File: config.mk
export PLATFORM = sky130hd
export DESIGN_NAME = dc_blocker_core
export DESIGN_NICKNAME = d
export VERILOG_FILES = /design/src/rtl/dcb_pkg.sv /design/src/rtl/dcb_first_diff.sv /design/src/rtl/dcb_loop_sum.sv /design/src/rtl/dcb_quant.sv /design/src/rtl/dc_blocker_core.sv
export SDC_FILE = /design/constraint.sdc
export NUM_CORES = 1
export LEC_CHECK = 0
export ABC_AREA = 1
export BUFFER_PORTS_ARGS = -buffer_cell sky130_fd_sc_hd__buf_2
export CAP_MARGIN = 30
export CORE_MARGIN = 1.5
export CORE_UTILIZATION = 31
export CTS_BUF_LIST = sky130_fd_sc_hd__clkbuf_16
export DETAILED_ROUTE_END_ITERATION = 12
export HOLD_SLACK_MARGIN = 0.1
export PLACE_DENSITY = 0.46
export SETUP_SLACK_MARGIN = 0.1
export SYNTH_ARGS = -nofsm -noshare
export SYNTH_HDL_FRONTEND = slang
export SYNTH_SLANG_ARGS = --single-unit
File: constraint.sdc
create_clock -name clk -period 11.1 [get_ports clk]
set_input_delay 0.555 -clock clk [delete_from_list [all_inputs] [get_ports clk]]
set_output_delay 0.555 -clock clk [all_outputs]
set_load 0.01 [all_outputs]
File: src/rtl/dcb_pkg.sv
package dcb_pkg;

    // Output sequencer states
    typedef enum logic {
        ST_HOLD = 1'b0,   // output is stale
        ST_EMIT = 1'b1    // output carries a fresh result
    } dcb_state_e;

    // Internal accumulator width: the sample width, K fractional bits,
    // and three guard bits. The guard bits hold the 17-bit difference
    // plus the 16-bit feedback term.
    function automatic int acc_width(input int dw, input int k);
        return dw + k + 3;
    endfunction

endpackage

File: src/rtl/dcb_first_diff.sv
module dcb_first_diff #(
    parameter int DW = 16
) (
    input  logic                 clk,
    input  logic                 rst,
    input  logic                 take,
    input  logic signed [DW-1:0] smp,
    output logic signed [DW:0]   diff
);

    logic signed [DW-1:0] prev_q;

    // Input delay: holds x[n-1]. It only moves on an accepted sample.
    always_ff @(posedge clk) begin
        if (rst) begin
            prev_q <= '0;
        end else if (take) begin
            prev_q <= smp;
        end
    end

    // One bit wider than the sample, so the difference never wraps
    always_comb begin
        diff = {smp[DW-1], smp} - {prev_q[DW-1], prev_q};
    end

endmodule

File: src/rtl/dcb_loop_sum.sv
module dcb_loop_sum #(
    parameter int DW = 16,
    parameter int K  = 6,
    parameter int AW = dcb_pkg::acc_width(DW, K)
) (
    input  logic signed [DW:0]   diff,
    input  logic signed [DW-1:0] y_prev,
    input  logic        [K-1:0]  res_prev,
    output logic signed [AW-1:0] sum
);

    logic signed [AW-1:0] d_ext;
    logic signed [AW-1:0] y_ext;
    logic signed [AW-1:0] r_ext;
    logic signed [AW-1:0] pole_term;

    always_comb begin
        d_ext = {{(AW-DW-1){diff[DW]}}, diff};
        y_ext = {{(AW-DW){y_prev[DW-1]}}, y_prev};
        r_ext = {{(AW-K){1'b0}}, res_prev};
        // Scaled feedback in units of 2^-K: y*2^K - y equals (1 - 2^-K)*y
        // exactly at this precision.
        pole_term = (y_ext <<< K) - y_ext;
        sum = (d_ext <<< K) + pole_term + r_ext;
    end

endmodule

File: src/rtl/dcb_quant.sv
module dcb_quant #(
    parameter int DW = 16,
    parameter int K  = 6,
    parameter int AW = dcb_pkg::acc_width(DW, K)
) (
    input  logic signed [AW-1:0] sum,
    output logic signed [DW-1:0] y_next,
    output logic        [K-1:0]  res_next,
    output logic                 sat_hi,
    output logic                 sat_lo
);

    localparam int IW = AW - K;
    localparam logic signed [IW-1:0] HI_LIM = IW'((2 ** (DW - 1)) - 1);
    localparam logic signed [IW-1:0] LO_LIM = -HI_LIM - IW'(1);

    logic signed [IW-1:0] int_part;

    always_comb begin
        // Dropping the low K bits of a two's-complement value floors it
        int_part = sum[AW-1:K];
        sat_hi   = int_part > HI_LIM;
        sat_lo   = int_part < LO_LIM;
        unique case ({sat_hi, sat_lo})
            2'b10: begin
                y_next   = HI_LIM[DW-1:0];
                res_next = '0;
            end
            2'b01: begin
                y_next   = LO_LIM[DW-1:0];
                res_next = '0;
            end
            default: begin
                y_next   = int_part[DW-1:0];
                res_next = sum[K-1:0];
            end
        endcase
    end

    // the two saturation directions never occur together
    always_comb begin
        p_sat_exclusive_r6: assert (!(sat_hi && sat_lo));
    end

endmodule

File: src/rtl/dc_blocker_core.sv
module dc_blocker_core #(
    parameter int DW = 16,
    parameter int K  = 6
) (
    input  logic          clk,
    input  logic          rst,
    input  logic          in_vld,
    input  logic [DW-1:0] in_smp,
    output logic          out_vld,
    output logic [DW-1:0] out_smp
);

    import dcb_pkg::*;

    localparam int AW = acc_width(DW, K);

    dcb_state_e state_q;
    dcb_state_e state_d;

    logic signed [DW:0]   diff;
    logic signed [AW-1:0] sum;
    logic signed [DW-1:0] y_q;
    logic signed [DW-1:0] y_next;
    logic        [K-1:0]  res_q;
    logic        [K-1:0]  res_next;
    logic                 sat_hi;
    logic                 sat_lo;

    dcb_first_diff #(.DW(DW)) u_diff (
        .clk  (clk),
        .rst  (rst),
        .take (in_vld),
        .smp  ($signed(in_smp)),
        .diff (diff)
    );

    dcb_loop_sum #(.DW(DW), .K(K), .AW(AW)) u_sum (
        .diff     (diff),
        .y_prev   (y_q),
        .res_prev (res_q),
        .sum      (sum)
    );

    dcb_quant #(.DW(DW), .K(K), .AW(AW)) u_quant (
        .sum      (sum),
        .y_next   (y_next),
        .res_next (res_next),
        .sat_hi   (sat_hi),
        .sat_lo   (sat_lo)
    );

    // Next state: T_ACCEPT on a valid sample, T_IDLE otherwise
    always_comb begin
        unique case (state_q)
            ST_HOLD: state_d = in_vld ? ST_EMIT : ST_HOLD;
            ST_EMIT: state_d = in_vld ? ST_EMIT : ST_HOLD;
            default: state_d = ST_HOLD;
        endcase
    end

    // State register
    always_ff @(posedge clk) begin
        if (rst) begin
            state_q <= ST_HOLD;
        end else begin
            state_q <= state_d;
        end
    end

    // Loop registers: previous output and residue
    always_ff @(posedge clk) begin
        if (rst) begin
            y_q   <= '0;
            res_q <= '0;
        end else if (in_vld) begin
            y_q   <= y_next;
            res_q <= res_next;
        end
    end

    // Outputs
    always_comb begin
        out_vld = (state_q == ST_EMIT);
        out_smp = y_q;
    end

    // a valid sample gives a strobe on the next cycle
    p_vld_follow_r2: assert property (@(posedge clk) disable iff (rst)
        in_vld |=> out_vld);

    // no valid sample, no strobe on the next cycle
    p_vld_drop_r2: assert property (@(posedge clk) disable iff (rst)
        !in_vld |=> !out_vld);

    // the output is held through idle cycles
    p_hold_r3: assert property (@(posedge clk) disable iff (rst)
        !in_vld |=> $stable(out_smp));

    // at a zero output with a flat input, the output stays at zero
    p_zero_stays_r7: assert property (@(posedge clk) disable iff (rst)
        (in_vld && diff == '0 && y_q == '0) |=> (out_smp == '0));

    // a positive output never grows under a flat input
    p_decay_pos_r8: assert property (@(posedge clk) disable iff (rst)
        (in_vld && diff == '0 && !y_q[DW-1])
        |=> ($signed(out_smp) <= $signed($past(y_q))));

    // a negative output never grows in magnitude under a flat input
    p_decay_neg_r8: assert property (@(posedge clk) disable iff (rst)
        (in_vld && diff == '0 && y_q[DW-1])
        |=> ($signed(out_smp) >= $signed($past(y_q))));

    // reset clears the strobe and the output
    p_reset_r9: assert property (@(posedge clk)
        rst |=> (!out_vld && out_smp == '0));

endmodule

==> impl_metrics.yaml, run 1 <==
synth:
  cell_area_synth_um2: 4850
  synth_compound_area_frac: 0.160
  leading_post_synthesis_cells_by_instance_count: "167 x nand2_1, 131 x inv_1, 70 x a21oi_1, 48 x o21ai_0, 47 x nand3_1"
  synth_seq_area_share: 0.161
  synth-warning-count: 0
  synth_mux_area_frac: 0
  synth_simple_gate_area_frac: 0.344
  ys_async_sr_fraction: 0
  post_synth_xor_area_fraction: 0.0343
  postSynthAreaPerCell_um2: 6.44
  yosys.cell_count.top_type: "nand2_1"
  synth_area_leader_cell: "dfxtp_1"
  postSynthRegisterBits: 39
  netlist_instances: 753
  primary_flip_flop_cell_chosen_by_synthesis_mapping: "dfxtp_1"
  syn_nets: 831
  post_synth_top_area_share: 0.161
  synth_cell_type_count: 40
  synth_edf_count: 0
  yosys.area_share.adder: 0.179
  synth_area_leaders: "dfxtp_1 16%, nand2_1 13%, ha_1 11%"
  synth_top_family_by_area: "simple AND/OR/NAND/NOR gates"
critical_path:
  worst_path_largest_cell_delay_ns: 0.48
  worstSetupEndpointType: "flip-flop"
  timing.critical_path.max_delay_family: "simple AND/OR/NAND/NOR gates"
  worstSetupPathType: "primary input to flip-flop"
  crit_path_start_kind: "primary input"
  critical_path.n_buffers_inverters: 7
  worst-endpoint-arrival_ns: 6.84
  cp_max_fo: 7
  worstPathRequired_ns: 11.25
  timing.critical_path.slowest_stage_cell: "fa_1"
  timing.critical_path.mode_cell: "nand2_1"
floorplan:
  placeableCoreArea_um2: 15300
  dieWidth_um: 128
  die_ht_um: 128
  std_cell_rows: 45
  design.die.area_um2: 16400
  starting_density: 0.318
  num_io_pins: 36
grt:
  antenna_violations_before_repair: 0
  first_global_vias: 4587
  globalRouteOverflowTotal: 0
  grtUsageTotal: 0.181
  wire_length_of_the_first_global_routing_pass_um: 23000
  grt_max_degree: 44
clock_network:
  postCtsResizedCells: 0
  clockRootBuffer: "clkbuf_16"
  post_cts_buffers: 0
  clkTransAtPathRegs_ns: 0.06
  clkSinkCount: 39
  cts_tree: "done"
  cts_max_path_buffers: 2
  tritoncts_buffers: 5
  cts_hold_buffers: 0
  clock_tree.htree_level_count: 2
  worst_skew_pair.late_latency_ns: 0.29
timing:
  worst_pin_slew_ns: 0.536
  unrepaired_setup_endpoints_after_global_routing: "no"
  timing.fmax_mhz: 150
  timing.final.crit_period_ns: 6.69
  hold_viol: 0
  tns_ns: 0
  timing.clock.skew_ns: 0.00818
  report.final.setup_viol: 0
  max_slew_margin: 0.638
  finalCritPeriodShare: 0.603
  timing_max_transition_violations_final: 0
worst_hold_path:
  min_path_type: "flip-flop to flip-flop"
detailed_routing:
  drt_iter0_markers: 212
  drt_pass1_iterations: 4
  drt_wl_total_um: 14300
  routed_via_density: 4.76
  drt_drc_violations_left: 0
  wl_per_cell_um: 14.3
  route.antenna.remaining_nets: 0
  overall_via_count_from_detail_route: 4758
finish:
  diodes: 0
  layout-drive-gt1-share: 0.151
  areaGrowthSynthToFinish_pct: 11.5
  final_nets: 866
placement:
  place_congestion: 0.884
  buffer_ports.inserted: 35
  dp.final_hpwl_um: 12100
outcome:
  result_of_the_run: "finished, final reports clean"
run:
  drv_cap: 0
-- final timing paths --
| path | startpoint | to | slack (ns) | cells after the start |
|---|---|---|---|---|
| setup / recovery | in_smp[0] | out_smp[3] | 4.41 | 38 |
| hold / removal | u_diff.prev_q[13] | u_diff.prev_q[13] | 0.46 | 2 |
| setup reg to reg | u_diff.prev_q[0] | out_smp[3] | 4.53 | 36 |
| hold reg to reg | u_diff.prev_q[13] | u_diff.prev_q[13] | 0.46 | 2 |
-- cell type report --
cell class                 count  area [um^2]
clock buffer                   5          125
clock inverter                 3         15.0
fill                        1675         9850
inverter                     150          566
multi-input combinational    556         3470
sequential                    39          781
tap                          211          264
timing repair buffer          36          183
-- worst register-to-register path: cells and delay by family, from the launching register on --
| family | cells | cell delay, ns |
|---|---|---|
| compound gates | 8 | 1.40 |
| fa+ha+maj | 5 | 1.89 |
| buf+inv | 5 | 0.58 |
| flops | 1 | 0.31 |
| simple gates | 18 | 2.26 |
-- flip-flops by register name, summed over array words and instances (netlist names) --
register       cells
out_smp           16
out_vld            1
res_q              6
u_diff.prev_q     16
-- per-layer routing --
metal	part of all wire	GRT usage	vias up	wire length, um
met5	0	0	-	0
li1	-	-	2501	-
met4	0.019	0.0575	0	276
met3	0.021	0.0129	18	301
met2	0.47	0.308	71	6660
met1	0.49	0.243	2168	7010
-- cells in the final DEF (no fill, tap or decap), types with 12 or more instances in the layout --
master,Yosys,routed
a21oi_1,70,70
buf_2,0,35
dfxtp_1,39,39
fa_1,17,17
ha_1,42,42
inv_1,131,131
inv_2,16,16
nand2_1,167,167
nand2_2,23,23
nand3_1,47,47
nor2_1,42,42
nor2_4,12,12
o21ai_0,48,48
xor2_1,15,15
-- cells by family (layout without fill, tap and decap cells) --
kind of cell               count (synthesis)  count (layout)
adders and majority gates                 59              59
buffers and inverters                    158             194
xor gates and xnor gates                  19              19
DFF                                       39              39
and+or+nand+nor                          335             335
AOI/OAI and AO/OA                        143             143
-- per-stage QoR --
step	instance area [um^2]	utilization	setup slack (ns)	cells	hold WS, ns
floorplan	4850	-	5.40	753	0.437
global placement	5260	0.345	4.32	992	0.448
detailed placement	5260	0.345	4.14	992	0.456
CTS	5400	0.354	4.39	1000	0.465
global route	5400	0.354	3.74	1000	0.487
finish	5400	0.354	4.41	1000	0.461
Power of run 1 is not shown: default switching activity piles up to over one toggle a cycle in this logic, so the estimate is an artifact.
==> run 2, diff against run 1 <==
ABC_AREA = 0   (was 1)
PLACE_DENSITY = 0.48   (was 0.46)
clock period = 6 ns   (was 11.1 ns; I/O delays follow)
==> impl_metrics.yaml, run 2 <==
floorplan:
  design.die.area_um2: 14600
  starting_density: 0.320
  die_ht_um: 121
  std_cell_rows: 42
  dieWidth_um: 121
  num_io_pins: 36
  placeableCoreArea_um2: 13400
detailed_routing:
  routed_via_density: 4.89
  route.antenna.remaining_nets: 0
  wl_per_cell_um: 14.9
  drt_iter0_markers: 189
  drt_wl_total_um: 11500
  drt_drc_violations_left: 0
  overall_via_count_from_detail_route: 3788
  drt_pass1_iterations: 5
clock_network:
  cts_max_path_buffers: 2
  tritoncts_buffers: 5
  clock_tree.htree_level_count: 2
  worst_skew_pair.late_latency_ns: 0.29
  clockRootBuffer: "clkbuf_16"
  cts_tree: "done"
  clkSinkCount: 39
  cts_hold_buffers: 0
  clkTransAtPathRegs_ns: 0.07
run:
  drv_cap: 0
critical_path:
  worst-endpoint-arrival_ns: 5.80
  crit_path_start_kind: "flip-flop"
  crit_path_cell_trace: "ha_1 > fa_2 > buf_4 > xnor2_1 > fa_1 > ha_1 > and4bb_1 > a2111oi_4 > buf_4 > o21ai_1 > a21oi_1 > xnor2_1 > nand4_4 > buf_4 > nor3b_2 > a21oi_2 > a21boi_2 > ha_4 > buf_4 > buf_4 > a211oi_1 > a211oi_1"
  crit-reg2reg-launch: "u_diff.prev_q[0]"
  worstPathRequired_ns: 6.13
  cp_max_fo: 8
  minimum_setup_slack_among_reg_to_reg_paths_ns: 0.34
  worst_r2r_path_depth: 22
  worstSetupPathType: "flip-flop to flip-flop"
  worstSetupEndpointType: "flip-flop"
  worst_path_largest_cell_delay_ns: 0.49
  timing.critical_path.slowest_stage_cell: "fa_1"
  reg2reg_capture_point: "out_smp[4]"
  timing.critical_path.mode_cell: "buf_4"
grt:
  grtUsageTotal: 0.160
  antenna_violations_before_repair: 0
  globalRouteOverflowTotal: 0
  grt_max_degree: 39
  first_global_vias: 3635
  wire_length_of_the_first_global_routing_pass_um: 18300
finish:
  mostFrequentLayoutCell: "inv_1"
  most_frequent_cells_in_the_layout: "78 x inv_1, 39 x nor2_1, 39 x ha_1"
  footprint_of_the_multi_input_gates_um2: 3430
  layout.filler_cells: 1399
  area.sequential_um2: 782
  areaGrowthSynthToFinish_pct: 24.6
  final_nets: 675
  final_cell_area_um2: 5350
  diodes: 0
  layout-drive-gt1-share: 0.237
synth:
  syn_nets: 608
  postSynthAreaPerCell_um2: 8.10
  synth_area_leaders: "dfxtp_1 18%, ha_1 12%, fa_1 7.9%"
  primary_flip_flop_cell_chosen_by_synthesis_mapping: "dfxtp_1"
  synth_seq_area_share: 0.182
  synth_cell_type_count: 72
  ys_async_sr_fraction: 0
  synth_edf_count: 0
  postSynthRegisterBits: 39
  leading_post_synthesis_cells_by_instance_count: "79 x inv_1, 43 x a21oi_1, 42 x ha_1, 41 x nor2_1, 39 x dfxtp_1"
  post_synth_top_area_share: 0.182
  cell_area_synth_um2: 4290
  netlist_instances: 530
  synth-warning-count: 0
  yosys.cell_count.top_type: "inv_1"
  synth_area_leader_cell: "dfxtp_1"
worst_hold_path:
  holdCritStartpoint: "in_smp[14]"
  hold_path_depth: 3
  min_path_type: "primary input to flip-flop"
  min_delay_worst_endpoint: "u_diff.prev_q[14]"
timing:
  hold_viol: 0
  max_slew_margin: 0.376
  timing_max_transition_violations_final: 0
  unrepaired_setup_endpoints_after_global_routing: "no"
  report.final.setup_viol: 0
  timing.fmax_mhz: 177
  timing.final.crit_period_ns: 5.66
  timing.clock.skew_ns: 0.0130
  worst_pin_slew_ns: 0.936
  finalCritPeriodShare: 0.944
placement:
  place_congestion: 0.841
  buffer_ports.inserted: 35
  postPlaceCellArea_um2: 4860
  dp.final_hpwl_um: 8910
outcome:
  result_of_the_run: "finished, final reports clean"
[run 2: changes by cell type after synthesis, moves of 10 or more]
cell,change
a21oi_1,-27
inv_1,-52
inv_2,-16
mux2i_1,+19
nand2_1,-132
nand2_2,-23
nand3_1,-32
nand4_1,-10
nor2_4,-12
nor2b_1,+11
o21ai_0,-30
xnor2_1,+20
[run 2: repair_timing]
action	4_1_cts	5_1_grt
resized for setup	10	47
setup endpoints to repair	19	22
pin swaps	0	18
setup buffers	0	8
[run 2: cells by family after synthesis]
family / count (synthesis) / synth area share
buffers and inverters: 92 / 0.0828
multiplexers: 20 / 0.0478
adder cells (fa/ha/maj): 59 / 0.202
AO/OA/AOI/OAI: 134 / 0.220
flip-flops: 39 / 0.182
AND/OR/NAND/NOR: 145 / 0.180
XOR/XNOR: 41 / 0.0854
[run 2: worst max path at each step]
stage	slack, ns	depth (start not counted)	endpoint	startpoint
6_report	0.34	22	out_smp[4]	u_diff.prev_q[0]
5_1_grt	0.008	31	out_smp[0]	u_diff.prev_q[1]
4_1_cts	0.15	28	out_smp[12]	u_diff.prev_q[1]
3_5_place_dp	-0.16	30	out_smp[5]	in_smp[0]
3_3_place_gp	-0.09	30	out_smp[5]	in_smp[0]
2_1_floorplan	0.43	29	out_smp[12]	in_smp[0]
[run 2: cell type report]
| type | instances | area share |
|---|---|---|
| Multi-Input combinational cell | 399 | 0.640 |
| Inverter | 79 | 0.0554 |
| Tap cell | 176 | 0.0412 |
| Sequential cell | 39 | 0.146 |
| Clock inverter | 3 | 0.00818 |
| Timing Repair Buffer | 73 | 0.0856 |
| Clock buffer | 5 | 0.0234 |
[run 2: stage by stage]
stage,setup TNS [ns],cells,hold slack (ns),utilization,worst slack (ns)
finish,0,774,0.267,0.399,0.337
detailed placement,-0.620,758,0.461,0.362,-0.159
floorplan,0,530,0.445,-,0.426
global route,0,774,0.287,0.399,0.00810
global placement,-0.114,758,0.455,0.362,-0.0901
CTS,0,766,0.265,0.377,0.145
[run 2: worst max-delay path, delay by kind of cell, from the launching register on]
| family | cells | cell delay, ns |
|---|---|---|
| AO/OA/AOI/OAI | 7 | 1.50 |
| XOR/XNOR | 2 | 0.54 |
| adder cells (fa/ha/maj) | 5 | 1.63 |
| buffers and inverters | 5 | 0.86 |
| flip-flops | 1 | 0.31 |
| AND/OR/NAND/NOR | 3 | 0.65 |
[run 2: routing by layer]
metal | part of all wire | GRT usage
met1 | 0.51 | 0.229
met2 | 0.45 | 0.257
met3 | 0.034 | 0.0208
met4 | 0.011 | 0.0309
met5 | 0 | 0
Power of run 2 is left out for the same reason.
==> run 3, diff against run 2 <==
CELL_PAD_IN_SITES_DETAIL_PLACEMENT = 0   (was default)
CELL_PAD_IN_SITES_GLOBAL_PLACEMENT = 2   (was default)
CORE_UTILIZATION = 33   (was 31)
PLACE_DENSITY = 0.76   (was 0.48)
==> impl_metrics.yaml, run 3 (synthesized netlist as in run 2, its figures left out) <==
outcome:
  result_of_the_run: "finished, final reports clean"
finish:
  area.sequential_um2: 781
  layout.filler_cells: 1322
  final_nets: 674
  most_frequent_cells_in_the_layout: "79 x inv_1, 40 x nor2_1, 39 x dfxtp_1"
  areaGrowthSynthToFinish_pct: 24.0
  layout-drive-gt1-share: 0.229
  footprint_of_the_multi_input_gates_um2: 3380
  diodes: 0
  number_of_standard_cells_in_the_final_layout_excluding_fillers: 769
  mostFrequentLayoutCell: "inv_1"
detailed_routing:
  route.antenna.remaining_nets: 0
  drt_iter0_markers: 192
  wl_per_cell_um: 15.1
  drt_wl_total_um: 11600
  overall_via_count_from_detail_route: 3808
  drt_pass1_iterations: 5
  drt_drc_violations_left: 0
  routed_via_density: 4.95
clock_network:
  clkSinkCount: 39
  cts_max_path_buffers: 2
  worst_skew_pair.late_latency_ns: 0.30
  clockRootBuffer: "clkbuf_16"
  clkTransAtPathRegs_ns: 0.07
  cts_hold_buffers: 0
  clock_tree.htree_level_count: 2
  cts_tree: "done"
  tritoncts_buffers: 5
timing:
  tns_ns: 0
  worst_pin_slew_ns: 0.854
  hold_ws_ns: 0.258
  finalCritPeriodShare: 0.937
  report.final.setup_viol: 0
  hold_viol: 0
  max_slew_margin: 0.430
  layout_setup_ws_ns: 0.380
  timing.fmax_mhz: 178
  timing.clock.skew_ns: 0.0123
  timing.final.crit_period_ns: 5.62
  timing_max_transition_violations_final: 0
  unrepaired_setup_endpoints_after_global_routing: "no"
critical_path:
  crit-reg2reg-launch: "u_diff.prev_q[0]"
  worstPathRequired_ns: 6.23
  crit_path_start_kind: "flip-flop"
  worstSetupEndpointType: "flip-flop"
  worst-endpoint-arrival_ns: 5.85
  worstSetupPathType: "flip-flop to flip-flop"
  worst_setup_path_startpoint: "u_diff.prev_q[0]"
  cp_max_fo: 7
floorplan:
  num_io_pins: 36
  design.die.area_um2: 13700
  starting_density: 0.339
  dieWidth_um: 117
  die_ht_um: 117
  std_cell_rows: 41
  placeableCoreArea_um2: 12700
worst_hold_path:
  holdCritStartpoint: "in_smp[0]"
  min_path_type: "primary input to flip-flop"
placement:
  buffer_ports.inserted: 35
  dp_cells: 757
  dp.final_hpwl_um: 9080
  placement.setup.worst_slack_ns: -0.0587
  place_congestion: 0.825
grt:
  antenna_violations_before_repair: 0
  first_global_vias: 3613
  wire_length_of_the_first_global_routing_pass_um: 18300
  globalRouteOverflowTotal: 0
  grt_max_degree: 39
  grtUsageTotal: 0.175
run:
  drv_cap: 0
==> run 3: cell count changes in the layout (fill, tap and decap cells not counted), moves of 2 or more <==
cell / previous run / this run
a21oi_1: 37 / 33
o21ai_1: 7 / 4
a21oi_2: 6 / 11
nor3b_2: 3 / 1
a211oi_1: 5 / 9
o21ai_2: 2 / 4
nor3b_1: 1 / 3
nor2b_2: 0 / 2
a211oi_2: 6 / 2
==> run 3: per-layer routing <==
| metal | global-route usage | vias to the layer above | share of wire |
|---|---|---|---|
| met4 | 0.0353 | 0 | 0.0093 |
| met3 | 0.0237 | 9 | 0.032 |
| met5 | 0 | - | 0 |
| met2 | 0.288 | 51 | 0.46 |
| met1 | 0.247 | 1785 | 0.50 |
| li1 | - | 1963 | - |
==> run 3: area by class of cell <==
type / count / area share
inverter: 79 / 0.0557
timing repair buffer: 72 / 0.0846
clock buffer: 5 / 0.0235
clock inverter: 3 / 0.0134
tap: 172 / 0.0404
multi-input combinational: 399 / 0.636
sequential: 39 / 0.147
==> run 3: critical path: stages, from the launching register on <==
cell,delay (ns)
dfxtp_1,0.31
ha_1,0.20
fa_2,0.35
buf_4,0.15
xnor2_2,0.23
fa_1,0.48
ha_1,0.37
and4bb_1,0.31
a2111oi_4,0.37
buf_4,0.18
o21ai_1,0.06
a21oi_1,0.27
xnor2_2,0.22
nand4_4,0.22
nor4_4,0.33
mux2_4,0.38
a21boi_4,0.18
ha_4,0.24
buf_2,0.16
buf_4,0.16
a211oi_1,0.20
a21oi_1,0.07
nor2_1,0.12
==> run 3: worst paths after layout <==
path	to	slack (ns)	depth (start not counted)
max	out_smp[3]	0.38	22
min reg2reg	res_q[0]	0.47	2
min	u_diff.prev_q[0]	0.26	3
max reg2reg	out_smp[3]	0.38	22
==> run 3: stage by stage <==
| stage | utilization | area, um^2 |
|---|---|---|
| final | 0.420 | 5320 |
| after global routing | 0.420 | 5320 |
| after CTS | 0.401 | 5080 |
| after detailed placement | 0.385 | 4870 |
| after global placement | 0.385 | 4870 |
| after floorplan | - | 4290 |
==> run 3: what timing repair did <==
action	CTS	global route
pin swaps	0	12
setup endpoints to repair	18	22
gates resized for setup	3	47
buffers inserted	0	4
Power of run 3 is left out for the same reason.
